**src/rtl/lfot_pkg.sv**
```systemverilog
// Package: shared register addresses, control bit positions and the
// configuration struct of the slow-tick timer. Assumes byte addressing.
package lfot_pkg;
    localparam int unsigned OFS_RELOAD = 0;
    localparam int unsigned OFS_COUNT  = 4;
    localparam int unsigned OFS_CTRL   = 8;

    localparam int unsigned CTL_START  = 0;
    localparam int unsigned CTL_FORCE  = 1;
    localparam int unsigned CTL_IE     = 2;
    localparam int unsigned CTL_AR     = 3;

    typedef struct packed {
        logic ar;   // reload on expiry
        logic ie;   // interrupt enable
    } lfot_cfg_t;
endpackage

```
**src/rtl/lfot_regs.sv**
```systemverilog
// Module: register file of the timer. Holds the reload value and the
// auto-reload / interrupt-enable settings, and decides whether a control
// write restarts the counter. Assumes writes are single-cycle strobes.
module lfot_regs
    import lfot_pkg::*;
#(
    parameter int CNT_W  = 24,
    parameter int DATA_W = 32,
    parameter int ADDR_W = 4
) (
    input  logic              clk,
    input  logic              rst_n,
    input  logic              sel_i,
    input  logic              wr_i,
    input  logic [ADDR_W-1:0] addr_i,
    input  logic [DATA_W-1:0] wdata_i,
    input  logic              run_i,
    output logic [CNT_W-1:0]  reload_o,
    output lfot_cfg_t         cfg_o,
    output logic              restart_o,
    output logic              restart_run_o
);
    localparam logic [CNT_W-1:0] RELOAD_RST = {CNT_W{1'b1}};

    logic [CNT_W-1:0] reload_q;
    lfot_cfg_t        cfg_q;
    logic             wr_reload;
    logic             wr_ctrl;
    logic             unused_hi;

    // Decode of write strobes per register.
    always_comb begin
        wr_reload = sel_i && wr_i && (addr_i == ADDR_W'(OFS_RELOAD));
        wr_ctrl   = sel_i && wr_i && (addr_i == ADDR_W'(OFS_CTRL));
    end

    // Restart decision: start bit changes or force bit written as 1.
    always_comb begin
        restart_o     = wr_ctrl && ((wdata_i[CTL_START] != run_i) || wdata_i[CTL_FORCE]);
        restart_run_o = wdata_i[CTL_START];
    end

    // Reload value storage, low CNT_W bits only.
    always_ff @(posedge clk) begin
        if (!rst_n)         reload_q <= RELOAD_RST;
        else if (wr_reload) reload_q <= wdata_i[CNT_W-1:0];
    end

    // Configuration bits, refreshed on every control write.
    always_ff @(posedge clk) begin
        if (!rst_n) begin
            cfg_q.ar <= 1'b1;
            cfg_q.ie <= 1'b0;
        end else if (wr_ctrl) begin
            cfg_q.ar <= wdata_i[CTL_AR];
            cfg_q.ie <= wdata_i[CTL_IE];
        end
    end

    assign reload_o  = reload_q;
    assign cfg_o     = cfg_q;
    assign unused_hi = ^wdata_i[DATA_W-1:CNT_W];


    reload_hold_chk: assert property (@(posedge clk) disable iff (!rst_n)
        !(sel_i && wr_i && addr_i == ADDR_W'(OFS_RELOAD)) |=> $stable(reload_q));
endmodule

```
**src/rtl/lfot_core.sv**
```systemverilog
// Module: the down-counter and run state. Counts on tick enables, detects
// expiry, reloads or stops, and registers the interrupt pulse. Assumes a
// restart request from the register file takes priority over a tick.
module lfot_core
    import lfot_pkg::*;
#(
    parameter int CNT_W = 24
) (
    input  logic             clk,
    input  logic             rst_n,
    input  logic             tick_i,
    input  logic             restart_i,
    input  logic             restart_run_i,
    input  logic [CNT_W-1:0] reload_i,
    input  lfot_cfg_t        cfg_i,
    output logic [CNT_W-1:0] count_o,
    output logic             run_o,
    output logic             irq_o
);
    logic [CNT_W-1:0] count_q;
    logic             run_q;
    logic             irq_q;
    logic             expire;

    // Expiry: running tick that finds the count at zero.
    always_comb expire = run_q && tick_i && !restart_i && (count_q == '0);

    // Counter and run state update.
    always_ff @(posedge clk) begin
        if (!rst_n) begin
            count_q <= '0;
            run_q   <= 1'b0;
        end else if (restart_i) begin
            count_q <= reload_i;
            run_q   <= restart_run_i;
        end else if (expire) begin
            if (cfg_i.ar) count_q <= reload_i;
            else          run_q   <= 1'b0;
        end else if (run_q && tick_i) begin
            count_q <= count_q - 1'b1;
        end
    end

    // One-cycle interrupt pulse following an enabled expiry.
    always_ff @(posedge clk) begin
        if (!rst_n) irq_q <= 1'b0;
        else        irq_q <= expire && cfg_i.ie;
    end

    assign count_o = count_q;
    assign run_o   = run_q;
    assign irq_o   = irq_q;


    count_step_chk: assert property (@(posedge clk) disable iff (!rst_n)
        (run_q && tick_i && !restart_i && count_q != '0) |=> count_q == $past(count_q) - 1'b1);


    count_hold_chk: assert property (@(posedge clk) disable iff (!rst_n)
        (!run_q && !restart_i) |=> $stable(count_q));


    irq_gate_chk: assert property (@(posedge clk) disable iff (!rst_n)
        irq_q |-> $past(cfg_i.ie));


    oneshot_stop_chk: assert property (@(posedge clk) disable iff (!rst_n)
        (run_q && tick_i && !restart_i && count_q == '0 && !cfg_i.ar) |=> !run_q);


    restart_win_chk: assert property (@(posedge clk) disable iff (!rst_n)
        restart_i |=> count_q == $past(reload_i));
endmodule

```
**src/rtl/lfot_rdmux.sv**
```systemverilog
// Module: read-data selection. Purely combinational, zero-extends the
// 24-bit values and packs the control bits. Unmapped addresses read 0.
module lfot_rdmux
    import lfot_pkg::*;
#(
    parameter int CNT_W  = 24,
    parameter int DATA_W = 32,
    parameter int ADDR_W = 4
) (
    input  logic [ADDR_W-1:0] addr_i,
    input  logic [CNT_W-1:0]  reload_i,
    input  logic [CNT_W-1:0]  count_i,
    input  lfot_cfg_t         cfg_i,
    input  logic              run_i,
    output logic [DATA_W-1:0] rdata_o
);
    // Address decode into the read word.
    always_comb begin
        rdata_o = '0;
        if (addr_i == ADDR_W'(OFS_RELOAD)) begin
            rdata_o[CNT_W-1:0] = reload_i;
        end else if (addr_i == ADDR_W'(OFS_COUNT)) begin
            rdata_o[CNT_W-1:0] = count_i;
        end else if (addr_i == ADDR_W'(OFS_CTRL)) begin
            rdata_o[CTL_AR]    = cfg_i.ar;
            rdata_o[CTL_IE]    = cfg_i.ie;
            rdata_o[CTL_START] = run_i;
        end
    end
endmodule

```
**src/rtl/lf_os_timer.sv**
```systemverilog
// Module: top of the slow-tick 24-bit timer. Connects register file,
// counter core and read mux. Assumes tick_en is already synchronous to clk.
module lf_os_timer
    import lfot_pkg::*;
#(
    parameter int CNT_W  = 24,
    parameter int DATA_W = 32,
    parameter int ADDR_W = 4
) (
    input  logic              clk,
    input  logic              rst_n,
    input  logic              tick_en,
    input  logic              bus_sel,
    input  logic              bus_wr,
    input  logic [ADDR_W-1:0] bus_addr,
    input  logic [DATA_W-1:0] bus_wdata,
    output logic [DATA_W-1:0] bus_rdata,
    output logic              irq_pulse
);
    logic [CNT_W-1:0] reload_w;
    logic [CNT_W-1:0] count_w;
    lfot_cfg_t        cfg_w;
    logic             run_w;
    logic             restart_w;
    logic             restart_run_w;

    lfot_regs #(.CNT_W(CNT_W), .DATA_W(DATA_W), .ADDR_W(ADDR_W)) regs_i (
        .clk           (clk),
        .rst_n         (rst_n),
        .sel_i         (bus_sel),
        .wr_i          (bus_wr),
        .addr_i        (bus_addr),
        .wdata_i       (bus_wdata),
        .run_i         (run_w),
        .reload_o      (reload_w),
        .cfg_o         (cfg_w),
        .restart_o     (restart_w),
        .restart_run_o (restart_run_w)
    );

    lfot_core #(.CNT_W(CNT_W)) core_i (
        .clk           (clk),
        .rst_n         (rst_n),
        .tick_i        (tick_en),
        .restart_i     (restart_w),
        .restart_run_i (restart_run_w),
        .reload_i      (reload_w),
        .cfg_i         (cfg_w),
        .count_o       (count_w),
        .run_o         (run_w),
        .irq_o         (irq_pulse)
    );

    lfot_rdmux #(.CNT_W(CNT_W), .DATA_W(DATA_W), .ADDR_W(ADDR_W)) rdmux_i (
        .addr_i   (bus_addr),
        .reload_i (reload_w),
        .count_i  (count_w),
        .cfg_i    (cfg_w),
        .run_i    (run_w),
        .rdata_o  (bus_rdata)
    );
endmodule

```
**config.mk**
```make
export PLATFORM = sky130hd
export DESIGN_NAME = lf_os_timer
export DESIGN_NICKNAME = d
export VERILOG_FILES = /design/src/rtl/lfot_pkg.sv /design/src/rtl/lfot_regs.sv /design/src/rtl/lfot_core.sv /design/src/rtl/lfot_rdmux.sv /design/src/rtl/lf_os_timer.sv
export SDC_FILE = /design/constraint.sdc
export NUM_CORES = 1
export LEC_CHECK = 0
export ABC_AREA = 1
export BUFFER_PORTS_ARGS = -buffer_cell sky130_fd_sc_hd__buf_2
export CORE_AREA = 3 3 82 84
export CTS_BUF_LIST = sky130_fd_sc_hd__clkbuf_8
export DETAILED_ROUTE_END_ITERATION = 16
export DIE_AREA = 0 0 85 87
export PLACE_DENSITY = 0.76
export SYNTH_ARGS = -nofsm -noshare
export SYNTH_HDL_FRONTEND = slang
export SYNTH_SLANG_ARGS = --single-unit
```
**constraint.sdc**
```tcl
create_clock -name clk -period 2.3 [get_ports clk]
set_clock_uncertainty 0.1 [all_clocks]
set_input_delay 0.345 -clock clk [delete_from_list [all_inputs] [get_ports clk]]
set_output_delay 0.345 -clock clk [all_outputs]
set_load 0.01 [all_outputs]
```
==> flow_summary.ini <==
[floorplan]
start_util = 0.555
die_y_microns = 87
die_x_microns = 85
io_pins = 74
die-area_sq_um = 7400
core_sq_um = 5990
row_count = 28

[final_layout]
fillers = 566
antennaDiodeCount = 0
area_delta_synth_final_pct = 12.5
fin_nets = 610
drive_above_1_share = 0.190

[power_and_ir_drop]
finalPower_mw = 1.98
powerDensity_nw_per_um2 = 530
cellInternalPower_mw = 1.46
p_sw_uw = 522
p_seq_frac = 0.465
leakage_nw = 1.88
clock_power_share = 0.371
combPwrFrac = 0.163
p_sw_frac = 0.263
vdd.ir_drop.worst_v = 0.000414

[synthesis]
ys.flop_type = dfxtp_1
yosysMostFrequentCell = nand2_1
synth_top_area_share = 0.313
synthDistinctLibCells = 33
synth_top_area_cell = dfxtp_1
synth_area_leaders = dfxtp_1, nand2_1, nand3_1, nor2_1, inv_1
ys_seq_area_frac = 0.313
async_flop_share = 0
netlist_instances = 514
synth_edf_count = 0
synth_common_cells = nand2_1, nor2_1, dfxtp_1, inv_1, nand3_1
yosysWarningCount = 0
syn-mean-instance-area_sq_um = 6.47
ys_ff_latch = 52
syn_area_sq_um = 3330

[sta]
timing.final.ws_setup_ns = 0.335
setup_viol = 0
rsz0062_at_grt = false
slew_headroom = 0.616
finalSetupTns_ns = 0
max_clock_freq_mhz = 509
hold_slack_ns = 0.142
worst_pin_slew_ns = 0.576
slew_violations = 0
final.min_clock_period_ns = 1.97
fin_crit_sh = 0.855
hold_violations = 0

[detailed_routing]
drc = 0
dr.first_iter.drc_count = 342
drt-total-wl_microns = 9350
viasPerCell = 5.46
routedWlPerCell_microns = 14.6
drtAntennaViolNets = 0
drtPass1Iterations = 5
route.vias.total = 3505

[clocking]
cts_buffer_depth = 2
htree_levels = 2
cts.sinks = 52
clock_latency_ns = 0.30
clk_pin_slew_worst_paths_ns = 0.10
cts_buffers = 5
cts_setup_buffers = 0
cts.repair.resized = 0
root_buffer = clkbuf_8
cts_hold_buffers = 0
cts_tree = done

[status]
outcome = completed

[worst_setup_path]
cp.arrival_ns = 1.52
worstSetupPathType = in2out
required_ns = 1.86
cp_max_fo = 14
cp-start-kind = input pin
cp-end-kind = primary output

[grt]
grt_pass1_wl_microns = 15000
track_usage = 0.253
grt_pass1_vias = 3001
antenna_found_initial = 0
grt_max_degree = 30
globalRoute.totalOverflow = 0

[place]
hpwl_microns = 6860
gp_congestion = 0.930
dp_slack_ns = 0.332
io_buffers = 57

[flow_run]
max_cap_viol_count = 0

[hold_path]
hold_path.class = in2reg
## power by group through the flow
stage / clock [mW] / combinational, mW / sequential [mW]
floorplan: 0 / 0.240 / 0.940
global placement: 0 / 0.315 / 0.944
detailed placement: 0 / 0.319 / 0.944
CTS: 0.740 / 0.321 / 0.923
global route: 0.789 / 0.362 / 0.925
finish: 0.737 / 0.324 / 0.924
## layout by cell type, fill, tap and decap left out
cell       netlist  routed
nand4_1          8       8
ha_1             2       2
conb_1           1       8
bufinv_16        0       2
o21ai_1         10      10
xnor2_1          1       1
clkbuf_8         0       5
buf_4           11      11
o22ai_1         11      11
inv_2            4       4
nand2_2          6       6
o211ai_1         1       1
o221ai_1         3       3
nor2_2           4       4
buf_2            2      57
a21oi_2          3       3
inv_1           52      52
nor4_1           1       1
nand4_4          1       1
nand3_1         47      47
clkinv_2         1       1
o21ai_0         37      37
nand2_4          5       5
nand3b_1         1       1
dfxtp_1         52      52
nand2_1        123     123
nor3_1           4       4
nor2_1          60      60
nor2_4           8       8
inv_4            1       1
a21oi_1         29      29
xor2_1           9       9
## critical path, stage by stage
cell and delay [ns]:
buf_2 0.11, nor2_4 0.15, nand2_2 0.09, nor2_1 0.13, inv_1 0.28, o22ai_1 0.24, buf_2 0.17
## per-layer routing
layer / up-vias / track usage / wire length (microns) / share of wire
met3: 7 / 0.0331 / 797 / 0.085
met1: 1596 / 0.379 / 4340 / 0.46
met5: - / 0 / 0 / 0
li1: 1752 / - / - / -
met2: 150 / 0.385 / 4140 / 0.44
met4: 0 / 0.0561 / 70 / 0.0075
## flip-flops by register name, summed over array words and instances (netlist names)
name / count
core_i.run_o: 1
regs_i.reload_o: 24
core_i.count_o: 24
regs_i.cfg_o: 2
core_i.irq_o: 1
## metrics by stage
stage | instance area (sq um) | cells | util
after CTS | 3740 | 642 | 0.624
after global routing | 3740 | 642 | 0.624
final | 3740 | 642 | 0.624
after detailed placement | 3610 | 635 | 0.603
after global placement | 3610 | 635 | 0.603
after floorplan | 3350 | 521 | -
## logic make-up after synthesis
family,after synthesis,share of synthesized area
AO/OA/AOI/OAI,94,0.153
XOR/XNOR,10,0.0263
adder cells (fa/ha/maj),2,0.00752
buffers and inverters,87,0.127
flip-flops,52,0.313
other,1,0.00113
AND/OR/NAND/NOR,268,0.372
## final cells by class
type | count | area, sq um | share of cell area
multi-input combinational | 382 | 1890 | 0.505
sequential | 52 | 1040 | 0.278
timing repair buffer | 68 | 368 | 0.0983
inverter | 58 | 221 | 0.0592
tap | 75 | 93.8 | 0.0251
clock buffer | 5 | 68.8 | 0.0184
clock inverter | 2 | 60.1 | 0.0161
## final timing paths
| path | startpoint | end | slack (ns) | depth (start not counted) |
|---|---|---|---|---|
| max | bus_addr[1] | bus_rdata[9] | 0.33 | 7 |
| min | bus_wdata[8] | regs_i.reload_o[8] | 0.14 | 3 |
| max reg2reg | core_i.count_o[0] | core_i.count_o[16] | 0.34 | 10 |
| min reg2reg | regs_i.cfg_o[0] | core_i.irq_o | 0.38 | 2 |
No activity file was read; power rests on OpenSTA's default activity.
